File: src/rtl/xint_flag_pkg.sv
package xint_flag_pkg;
  parameter int unsigned LINES  = 16;
  parameter int unsigned DATA_W = 32;
  parameter int unsigned CHK_BIT = DATA_W - 1;

  typedef struct packed {
    logic [LINES-1:0] clrMask;  // line flags to clear this cycle
    logic             clrChk;   // clear the check flag
    logic             setChk;   // raise the check flag
    logic             rdLoad;   // capture a read word
    logic [LINES-1:0] rdMask;   // lines visible to the reader
    logic             rdChk;    // check flag visible to the reader
  } strobe_t;
endpackage

File: src/rtl/xint_flag_ctrl.sv
module xint_flag_ctrl
  import xint_flag_pkg::*;
#(
  parameter int unsigned ADDR_W     = 8,
  parameter logic [ADDR_W-1:0] REG_OFFSET = 8'h14
) (
  input  logic [ADDR_W-1:0] regAddr,
  input  logic              regWe,
  input  logic              regRe,
  input  logic              regNonSec,
  input  logic [DATA_W-1:0] regWdata,
  input  logic [LINES-1:0]  nsAttr,
  input  logic [LINES-1:0]  chkEn,
  input  logic              cfgWr,
  output strobe_t           st
);
  logic             hit;
  logic             wrHit;
  logic [LINES-1:0] accessMask;
  logic [LINES-1:0] exposedLines;
  logic             unusedWdata;

  assign hit          = (regAddr == REG_OFFSET);
  assign wrHit        = regWe && hit;
  assign accessMask   = regNonSec ? nsAttr : {LINES{1'b1}};
  assign exposedLines = chkEn & ~nsAttr;
  assign unusedWdata  = ^regWdata[CHK_BIT-1:LINES];

  always_comb begin
    st         = '0;
    st.clrMask = wrHit ? (regWdata[LINES-1:0] & accessMask) : '0;
    st.clrChk  = wrHit && !regNonSec && regWdata[CHK_BIT];
    st.setChk  = cfgWr && (|exposedLines);
    st.rdLoad  = regRe && hit;
    st.rdMask  = accessMask;
    st.rdChk   = !regNonSec;
  end
endmodule

File: src/rtl/xint_flag_dp.sv
module xint_flag_dp
  import xint_flag_pkg::*;
(
  input  logic              clk,
  input  logic              rstN,
  input  logic [LINES-1:0]  sense,
  input  logic [LINES-1:0]  lineEn,
  input  logic              chkIrqEn,
  input  strobe_t           st,
  output logic [LINES-1:0]  flagQ,
  output logic              chkQ,
  output logic [DATA_W-1:0] rdataQ,
  output logic              irqOut
);
  logic [LINES-1:0]  lineReq;
  logic [DATA_W-1:0] rdWord;

  // set has priority over clear: OR the pulses after masking
  always_ff @(posedge clk or negedge rstN) begin
    if (!rstN) begin
      flagQ  <= '0;
      chkQ   <= 1'b0;
      rdataQ <= '0;
    end else begin
      flagQ  <= (flagQ & ~st.clrMask) | sense;
      chkQ   <= (chkQ & ~st.clrChk) | st.setChk;
      rdataQ <= st.rdLoad ? rdWord : '0;
    end
  end

  always_comb begin
    rdWord                = '0;
    rdWord[LINES-1:0]     = flagQ & st.rdMask;
    rdWord[CHK_BIT]       = chkQ & st.rdChk;
  end

  for (genvar i = 0; i < LINES; i++) begin : g_req
    assign lineReq[i] = flagQ[i] & lineEn[i];
  end

  assign irqOut = (|lineReq) | (chkQ & chkIrqEn);
endmodule

File: src/rtl/xint_flag_reg.sv
module xint_flag_reg
  import xint_flag_pkg::*;
#(
  parameter int unsigned ADDR_W = 8,
  parameter logic [ADDR_W-1:0] REG_OFFSET = 8'h14
) (
  input  logic              clk,
  input  logic              rstN,
  input  logic [15:0]       sense,
  input  logic [15:0]       lineEn,
  input  logic              chkIrqEn,
  input  logic [15:0]       nsAttr,
  input  logic [15:0]       chkEn,
  input  logic              cfgWr,
  input  logic [ADDR_W-1:0] regAddr,
  input  logic              regWe,
  input  logic              regRe,
  input  logic              regNonSec,
  input  logic [31:0]       regWdata,
  output logic [31:0]       regRdata,
  output logic              irqOut
);
  strobe_t          st;
  logic [LINES-1:0] flagQ;
  logic             chkQ;

  xint_flag_ctrl #(.ADDR_W(ADDR_W), .REG_OFFSET(REG_OFFSET)) u_ctrl (
    .regAddr(regAddr), .regWe(regWe), .regRe(regRe), .regNonSec(regNonSec),
    .regWdata(regWdata), .nsAttr(nsAttr), .chkEn(chkEn), .cfgWr(cfgWr),
    .st(st)
  );

  xint_flag_dp u_dp (
    .clk(clk), .rstN(rstN), .sense(sense), .lineEn(lineEn),
    .chkIrqEn(chkIrqEn), .st(st), .flagQ(flagQ), .chkQ(chkQ),
    .rdataQ(regRdata), .irqOut(irqOut)
  );
endmodule

File: config.mk
export PLATFORM = sky130hd
export DESIGN_NAME = xint_flag_reg
export DESIGN_NICKNAME = d
export VERILOG_FILES = /design/src/rtl/xint_flag_pkg.sv /design/src/rtl/xint_flag_ctrl.sv /design/src/rtl/xint_flag_dp.sv /design/src/rtl/xint_flag_reg.sv
export SDC_FILE = /design/constraint.sdc
export NUM_CORES = 1
export LEC_CHECK = 0
export BUFFER_PORTS_ARGS = -buffer_cell sky130_fd_sc_hd__buf_2
export CELL_PAD_IN_SITES_DETAIL_PLACEMENT = 0
export CELL_PAD_IN_SITES_GLOBAL_PLACEMENT = 2
export CORE_MARGIN = 5
export CORE_UTILIZATION = 20
export CTS_CLUSTER_DIAMETER = 30
export DETAILED_ROUTE_END_ITERATION = 6
export GPL_TIMING_DRIVEN = 0
export PLACE_DENSITY_LB_ADDON = 0.25
export SETUP_SLACK_MARGIN = 0.02
export SKIP_LAST_GASP = 1
export SLEW_MARGIN = 20
export SYNTH_ARGS = -nofsm -noshare
export SYNTH_HDL_FRONTEND = slang
export SYNTH_SLANG_ARGS = --single-unit
File: constraint.sdc
create_clock -name clk -period 1.4 [get_ports clk]
set_input_delay 0.28 -clock clk [delete_from_list [all_inputs] [get_ports clk]]
set_output_delay 0.28 -clock clk [all_outputs]
set_load 0.1 [all_outputs]
==> results.py, run 1 <==
metrics = {
    "timing": {
        "setup_violations": 1,
        "fin_crit_ps": 1910,
        "worst_slack_ps": -507,
        "fin_hold_ws_ps": 92.4,
        "final.period_utilization": 1.36,
        "slew_viol_final": 0,
        "relSlewSlack": 0.454,
        "worst_pin_slew_ps": 818,
        "hold_viol": 0,
        "timing.fmax_mhz": 524,
        "rsz0062_at_grt": "true",
        "clock_skew_ps": 3.07,
        "fin_setup_tns_ps": -507,
    },
    "cells_and_area": {
        "drive_above_1_share": 0.477,
        "design_area_um2": 2650,
        "antenna_cells": 0,
        "regArea_um2": 851,
        "fillers": 939,
        "area_growth_pct": 53.2,
        "multi_input_area_um2": 831,
        "nets": 420,
    },
    "power_and_ir_drop": {
        "p_switching_mw": 0.657,
        "peakVddDrop_mv": 0.305,
        "p_sw_frac": 0.299,
        "p_leak_nw": 1.41,
        "total_power_mw": 2.19,
        "p_int_mw": 1.54,
        "p_per_area_nw_per_um2": 829,
        "p_clk_frac": 0.332,
        "seqPwrFrac": 0.448,
        "combPwrFrac": 0.219,
    },
    "outcome": {
        "status": "finished with violations",
        "violations": "negative setup slack",
    },
    "synthesis": {
        "syn_avg_cell_area_um2": 9.99,
        "synthesis.area_um2": 1730,
        "ys_seq_area_frac": 0.492,
        "synth_cell_types": 22,
        "ys_warn_count": 0,
        "synthCells": 173,
        "synth-seq-cells": 34,
    },
    "global_routing": {
        "grt_pass1_vias": 1705,
        "grt_usage": 0.117,
        "grt_overflow_total": 0,
        "grt_pass1_wl_mm": 9.08,
        "grt_max_degree": 35,
        "antenna_found_initial": 0,
    },
    "floorplanning": {
        "die-area_um2": 10600,
        "core_area_um2": 8550,
        "die_h_um": 103,
        "die_x_um": 103,
        "start_util": 0.202,
        "ioPinCount": 144,
        "num_rows": 34,
    },
    "setup_path": {
        "worstPathArrival_ps": 1630,
        "critPathBufInv": 1,
        "cp_cell_sequence": "a22o_1 > a221oi_2 > and3_4 > nand3_4 > buf_12",
        "critical_path.max_stage_delay_ps": 380,
        "critPathMaxFanout": 3,
        "endpoint_kind": "output pin",
        "cp_slowest_cell": "dfrtp_1",
        "crit_type": "flip-flop to output pin",
        "path_delay_family": "compound AO/OA/AOI/OAI gates",
        "worstPathRequired_ps": 1120,
        "start_kind": "flip-flop",
    },
    "cts": {
        "clock_sink_count": 34,
        "path_clk_slew_ps": 70,
        "cts_made_buffers": 5,
        "clock_latency_ps": 280,
        "cts_tree": "built",
        "root_buffer": "clkbuf_8",
        "h-tree-depth": 2,
        "cts.path.max_buffers": 2,
    },
    "placement": {
        "portBuffers": 113,
        "dpl.hpwl_mm": 5.08,
        "gp_congestion": 0.715,
        "dpl_cell_area_um2": 2500,
    },
    "worst_hold_path": {
        "worstHoldPathType": "primary input to asynchronous set/reset pin",
    },
    "routing": {
        "drc": 0,
        "vias": 1683,
        "drt-total-wl_mm": 6.23,
        "wl_per_cell_um": 15.0,
        "drt_pass1_iterations": 4,
        "postRouteAntennaNets": 0,
        "viasPerCell": 4.05,
        "drtIter0Drc": 53,
    },
    "run": {
        "maxCapViolations": 0,
    },
}
## kinds of logic after synthesis
family / Yosys count / share of synthesized area
and+or+nand+nor: 86 / 0.311
DFF: 34 / 0.492
AOI/OAI and AO/OA: 29 / 0.110
buffers and inverters: 23 / 0.0840
other: 1 / 0.00217
## cell usage after synthesis, drive strengths merged
master   instances  share of area
o21ai           16          0.046
buf             17          0.071
clkbuf           2         0.0043
a22oi            4          0.017
or3b             1         0.0051
inv              4         0.0087
dfrtp           34           0.49
a221oi           2          0.010
nand3            2         0.0087
nor4b            2          0.028
nand4            1         0.0036
a22o             2          0.010
a222oi           1         0.0058
and3b            1         0.0051
nand2           17          0.037
and3            18          0.065
conb             1         0.0022
a2111oi          4          0.020
nand2b          32           0.12
nor2b           12          0.043
## sequential cells by signal, indices dropped and copies added (netlist names)
register     flops
u_dp.chkQ        1
u_dp.rdataQ     17
u_dp.flagQ      16
## final timing paths
check | from | end | slack, ps | depth (start not counted)
worst max-delay path | u_dp.flagQ[1] | irqOut | -510 | 5
worst min-delay path | rstN | u_dp.rdataQ[2] | 90 | 1
worst max register to register | u_dp.flagQ[9] | u_dp.flagQ[9] | 640 | 3
worst min register to register | u_dp.flagQ[12] | u_dp.rdataQ[12] | 530 | 1
max in group asynchronous | rstN | u_dp.rdataQ[11] | 790 | 1
min in group clk | sense[2] | u_dp.flagQ[2] | 180 | 2
## per-layer routing
metal / up-vias / GRT usage / wire, um
met5: - / 0 / 0
met3: 6 / 0.0447 / 638
met4: 0 / 0.0269 / 54
met2: 84 / 0.183 / 2760
li1: 836 / - / -
met1: 757 / 0.153 / 2770
## power by group through the flow
stage	combinational (mW)	sequential, mW	clock [mW]
6_report	0.481	0.983	0.728
5_1_grt	0.523	0.983	0.804
4_1_cts	0.484	0.983	0.769
3_5_place_dp	0.479	1.00	0
3_3_place_gp	0.476	1.00	0
2_1_floorplan	0.281	1.01	0
## cells in the final DEF (no fill, tap or decap), types with 6 or more instances in the layout
cell type / n
o21ai_0: 16
dfrtp_1: 34
nor2b_1: 12
buf_2: 113
buf_4: 18
clkbuf_8: 6
nand2b_1: 32
nand2_1: 17
conb_1: 15
and3_1: 17
## metrics by stage
step | utilization | std cells | worst slack [ps]
after CTS | 0.307 | 415 | -534
after floorplan | - | 187 | -110
after global placement | 0.292 | 408 | -431
after global routing | 0.309 | 416 | -556
after detailed placement | 0.292 | 408 | -445
final | 0.309 | 416 | -507
## timing repair
item | in CTS | in global routing
hold buffers | 0 | 0
buffers inserted | 1 | 1
resized for setup | 11 | 3
pin swaps | 1 | 3
endpoints found under the setup margin | 13 | 8
hold endpoints to repair | 0 | 0
## final cells by class
class	instances	area share
repair buffers	115	0.225
inverters	4	0.00567
clock buffers	6	0.0312
multi-input cells	130	0.314
plain buffers	19	0.0515
well taps	108	0.0511
flip-flops and latches	34	0.322
(Power assumes the default switching activity.)
==> run 2: changes to the inputs <==
- CORE_MARGIN: 5 -> unset
- CORE_UTILIZATION: 20 -> 18
- clock period: 1.4 -> 1.7 ns (I/O delays scaled with it)
==> run 2 against run 1 <==
  * The run still ends with negative setup slack left
  * Clock-buffer cell count stayed put
  * Final cell count is 4.8% higher
  * Worst setup slack better by 230 ps
  * Utilization is 2.4 points lower
  * Power is 18% lower
  * Global-route usage is 0.54 points higher
  * Non-clock buffer count is 1 lower
  * Cell area hardly changed
  * Flip-flop and latch count stayed put
  * Largest cell class unchanged
  * Highest routed layer unchanged
==> results.py, run 2 (same netlist as run 1, synthesis figures left out) <==
metrics = {
    "routing": {
        "vias": 1631,
        "drt_pass1_iterations": 4,
        "postRouteAntennaNets": 0,
        "wl_per_cell_um": 13.7,
        "drtIter0Drc": 35,
        "drc": 0,
        "viasPerCell": 3.74,
        "drt-total-wl_mm": 5.97,
    },
    "global_routing": {
        "antenna_found_initial": 0,
        "grt_max_degree": 35,
        "grt_overflow_total": 0,
        "grt_pass1_vias": 1687,
        "grt_usage": 0.122,
        "grt_pass1_wl_mm": 8.88,
    },
    "cells_and_area": {
        "multi_input_area_um2": 820,
        "largest_reg_flops": 17,
        "mostFrequentLayoutCells": "buf_2 (114), dfrtp_1 (34), nand2b_1 (32)",
        "largest_register": "u_dp.rdataQ",
        "design_area_um2": 2650,
        "top_regs": "u_dp.rdataQ (17), u_dp.flagQ (16), u_dp.chkQ (1)",
        "area_growth_pct": 53.3,
        "regArea_um2": 851,
        "nets": 419,
        "drive_above_1_share": 0.476,
        "fillers": 1062,
        "antenna_cells": 0,
        "layout_commonest_cell": "buf_2",
        "fin_cells": 436,
    },
    "cts": {
        "clock_sink_count": 34,
        "path_clk_slew_ps": 70,
        "cts_made_buffers": 5,
        "cts.path.max_buffers": 2,
        "cts_hold_buf": 0,
        "clock_latency_ps": 280,
        "cts_tree": "built",
        "h-tree-depth": 2,
        "root_buffer": "clkbuf_8",
    },
    "power_and_ir_drop": {
        "seqPwrFrac": 0.448,
        "p_per_area_nw_per_um2": 683,
        "p_clk_frac": 0.338,
        "p_int_mw": 1.26,
        "combPwrFrac": 0.214,
        "p_sw_frac": 0.302,
        "p_leak_nw": 1.40,
        "p_switching_mw": 0.546,
        "peakVddDrop_mv": 0.221,
    },
    "setup_path": {
        "start_kind": "flip-flop",
        "critPathMaxFanout": 3,
        "crit_type": "flip-flop to output pin",
        "endpoint_kind": "output pin",
        "cp_slowest_cell": "dfrtp_1",
        "worstPathRequired_ps": 1360,
        "cp_cell_sequence": "a22o_1 > a221oi_2 > and3_4 > nand3_4 > buf_12",
        "critical_path.max_stage_delay_ps": 390,
        "worstPathArrival_ps": 1630,
    },
    "placement": {
        "dpl_cell_area_um2": 2520,
        "place_inst": 429,
        "portBuffers": 113,
        "dpl.hpwl_mm": 4.84,
        "gp_congestion": 0.696,
        "post-place-ws_ps": -323,
    },
    "floorplanning": {
        "start_util": 0.186,
        "die_x_um": 100,
        "die-area_um2": 10000,
        "die_h_um": 100,
        "core_area_um2": 9280,
        "num_rows": 35,
        "ioPinCount": 144,
    },
    "timing": {
        "timing.fmax_mhz": 507,
        "fin_crit_ps": 1970,
        "relSlewSlack": 0.452,
        "slew_viol_final": 0,
        "worst_pin_slew_ps": 822,
        "final.period_utilization": 1.16,
        "hold_viol": 0,
        "clock_skew_ps": 2.58,
        "rsz0062_at_grt": "true",
        "setup_violations": 1,
        "worst_slack_ps": -273,
    },
    "outcome": {
        "status": "finished with violations",
        "violations": "negative setup slack",
    },
    "worst_hold_path": {
        "worstHoldPathType": "primary input to asynchronous set/reset pin",
    },
    "run": {
        "maxCapViolations": 0,
    },
}
## run 2: routing by layer
layer	GRT usage	share of wire	vias to the layer above
met4	0.0334	0.0064	0
li1	-	-	830
met1	0.147	0.43	725
met3	0.0348	0.076	4
met5	0	0	-
met2	0.213	0.49	72
## run 2: layout make-up
| cell class | count | area share |
|---|---|---|
| multi-input cells | 130 | 0.309 |
| inverters | 4 | 0.00567 |
| flip-flops and latches | 34 | 0.321 |
| repair buffers | 114 | 0.222 |
| plain buffers | 19 | 0.0496 |
| clock buffers | 6 | 0.0312 |
| well taps | 129 | 0.0609 |
## run 2: power by group through the flow
stage	Sequential, mW	Clock (mW)	Combinational (mW)
after floorplan	0.830	0	0.231
after global placement	0.825	0	0.391
after detailed placement	0.825	0	0.391
after CTS	0.809	0.643	0.394
after global routing	0.809	0.672	0.417
final	0.810	0.611	0.388
## run 2: final timing paths
path	startpoint	endpoint	slack, ps	cells past startpoint
worst max-delay path	u_dp.flagQ[1]	irqOut	-270	5
worst min register to register	u_dp.flagQ[8]	u_dp.flagQ[8]	530	2
max in group asynchronous	rstN	u_dp.flagQ[8]	1030	1
min in group clk	sense[9]	u_dp.flagQ[9]	240	2
worst max register to register	u_dp.flagQ[9]	u_dp.flagQ[9]	930	3
worst min-delay path	rstN	u_dp.rdataQ[0]	150	1
## run 2: timing repair
| action | in CTS | in global routing |
|---|---|---|
| buffers inserted | 1 | 0 |
| cloned | 0 | 0 |
| endpoints found under the setup margin | 1 | 2 |
| pin swaps | 1 | 1 |
| gates resized for setup | 8 | 3 |
## run 2: worst max-delay path: cells and delay by family (launching register included)
family	cells	cell delay [ps]
AOI/OAI and AO/OA	2	440
and+or+nand+nor	2	330
buffers and inverters	1	190
DFF	1	390
## run 2: stage by stage
| stage | util | TNS, ps | power [mW] | hold WS (ps) |
|---|---|---|---|---|
| 4_1_cts | 0.285 | -330 | 1.85 | 171 |
| 3_3_place_gp | 0.271 | -1780 | 1.22 | 488 |
| 5_1_grt | 0.285 | -357 | 1.90 | 212 |
| 3_5_place_dp | 0.271 | -1960 | 1.22 | 481 |
| 6_report | 0.285 | -273 | 1.81 | 150 |
| 2_1_floorplan | - | 0 | 1.06 | 44.4 |
==> run 3: changes to the inputs <==
- PLACE_DENSITY_LB_ADDON: 0.25 -> 0.1
==> run 3 against run 2 <==
  * The run still ends with negative setup slack left
  * Clock-buffer cell count up 1
  * Power down 2.8%
  * Wire length up 2.3%
  * First-iteration DRC count up 8.6%
  * Hold slack better by 0.69 ps
  * Critical path depth unchanged
  * Critical endpoint unchanged
==> results.py, run 3 (same netlist as run 1, synthesis figures left out) <==
metrics = {
    "cts": {
        "cts.path.max_buffers": 2,
        "clock_sink_count": 34,
        "root_buffer": "clkbuf_8",
        "h-tree-depth": 2,
        "path_clk_slew_ps": 70,
        "clock_latency_ps": 280,
        "cts_tree": "built",
        "cts_made_buffers": 5,
    },
    "timing": {
        "setup_violations": 1,
        "fin_setup_tns_ps": -241,
        "timing.fmax_mhz": 515,
        "final.period_utilization": 1.14,
        "rsz0062_at_grt": "true",
        "fin_hold_ws_ps": 151,
        "relSlewSlack": 0.392,
        "worst_pin_slew_ps": 888,
        "slew_viol_final": 0,
        "worst_slack_ps": -241,
        "clock_skew_ps": 5.47,
        "hold_viol": 0,
        "fin_crit_ps": 1940,
    },
    "cells_and_area": {
        "antenna_cells": 0,
        "drive_above_1_share": 0.472,
        "fillers": 1062,
        "design_area_um2": 2650,
        "regArea_um2": 851,
        "layout_commonest_cell": "buf_2",
        "multi_input_area_um2": 820,
        "fin_cells": 438,
        "largest_register": "u_dp.rdataQ",
        "top_regs": "u_dp.rdataQ (17), u_dp.flagQ (16), u_dp.chkQ (1)",
        "final_util": 0.285,
        "area_growth_pct": 53.4,
        "nets": 420,
        "largest_reg_flops": 17,
        "mostFrequentLayoutCells": "buf_2 (114), dfrtp_1 (34), nand2b_1 (32)",
    },
    "routing": {
        "viasPerCell": 3.76,
        "drtIter0Drc": 38,
        "drc": 0,
        "vias": 1648,
        "drt_pass1_iterations": 4,
        "wl_per_cell_um": 13.9,
        "drt-total-wl_mm": 6.11,
        "postRouteAntennaNets": 0,
    },
    "setup_path": {
        "worstPathArrival_ps": 1600,
        "start_kind": "flip-flop",
        "critPathMaxFanout": 2,
        "endpoint_kind": "output pin",
        "timing.rr.end": "u_dp.flagQ[9]",
        "worstPathRequired_ps": 1360,
        "rrSetupSlack_ps": 920,
        "reg2regPathDepth": 3,
        "reg2reg_from": "u_dp.flagQ[9]",
        "crit_type": "flip-flop to output pin",
    },
    "floorplanning": {
        "core_area_um2": 9280,
        "die_h_um": 100,
        "num_rows": 35,
        "ioPinCount": 144,
        "start_util": 0.186,
        "die-area_um2": 10000,
        "die_x_um": 100,
    },
    "power_and_ir_drop": {
        "total_power_mw": 1.76,
        "peakVddDrop_mv": 0.237,
        "p_leak_nw": 1.40,
        "p_per_area_nw_per_um2": 663,
    },
    "outcome": {
        "status": "finished with violations",
        "violations": "negative setup slack",
    },
    "placement": {
        "place_inst": 429,
        "post-place-ws_ps": -277,
        "dpl.hpwl_mm": 4.91,
        "dpl_cell_area_um2": 2520,
        "portBuffers": 113,
        "gp_congestion": 0.731,
    },
    "global_routing": {
        "grt_usage": 0.129,
        "antenna_found_initial": 0,
        "grt_overflow_total": 0,
        "grt_pass1_wl_mm": 9.47,
        "grt_max_degree": 35,
        "grt_pass1_vias": 1760,
    },
    "worst_hold_path": {
        "worstHoldPathType": "primary input to asynchronous set/reset pin",
    },
    "run": {
        "maxCapViolations": 0,
    },
}
## run 3: changes by cell type in the layout (fill, tap and decap cells not counted), sizes merged
cell	previous run	this run
buf	131	132
clkbuf	8	9
## run 3: critical path, cell delays in order (launching register included)
cell and delay, ps:
dfrtp_1 380, a22o_1 220, a221oi_2 200, and3_4 250, nand3_4 80, buf_12 190
## run 3: cell type report
type                       count  share of cell area
clock buffer                   7              0.0288
timing repair buffer         115               0.225
buffer                        19              0.0496
inverter                       4             0.00567
multi-input combinational    130               0.309
tap                          129              0.0609
sequential                    34               0.321
## run 3: routing by layer
metal  track usage  part of all wire  vias up
met4        0.0457             0.012        0
met3        0.0341             0.068        4
met1         0.152              0.43      745
met2         0.225              0.49       67
li1              -                 -      832
met5             0                 0        -
## run 3: report_power, final
part	total, mW	switching (mW)	internal (mW)	leakage (nW)
clock	0.558	0.276	0.282	0.0383
combinational	0.389	0.248	0.141	0.976
sequential	0.810	0.000434	0.810	0.386
## run 3: timing repair
item / CTS / global route
resized for setup: 8 / 2
cloned: 0 / 0
setup endpoints to repair: 1 / 6
buffers inserted: 2 / 0
pin swaps: 2 / 0
hold buffers: 0 / 0
## run 3: worst max path at each step
stage                   startpoint  endpoint  slack, ps  depth (start not counted)
global route         u_dp.flagQ[1]    irqOut       -310                          5
detailed placement       lineEn[1]    irqOut       -280                          6
CTS                  u_dp.flagQ[1]    irqOut       -280                          5
global placement         lineEn[1]    irqOut       -280                          6
finish               u_dp.flagQ[1]    irqOut       -240                          5
floorplan           u_dp.flagQ[11]    irqOut         90                          4
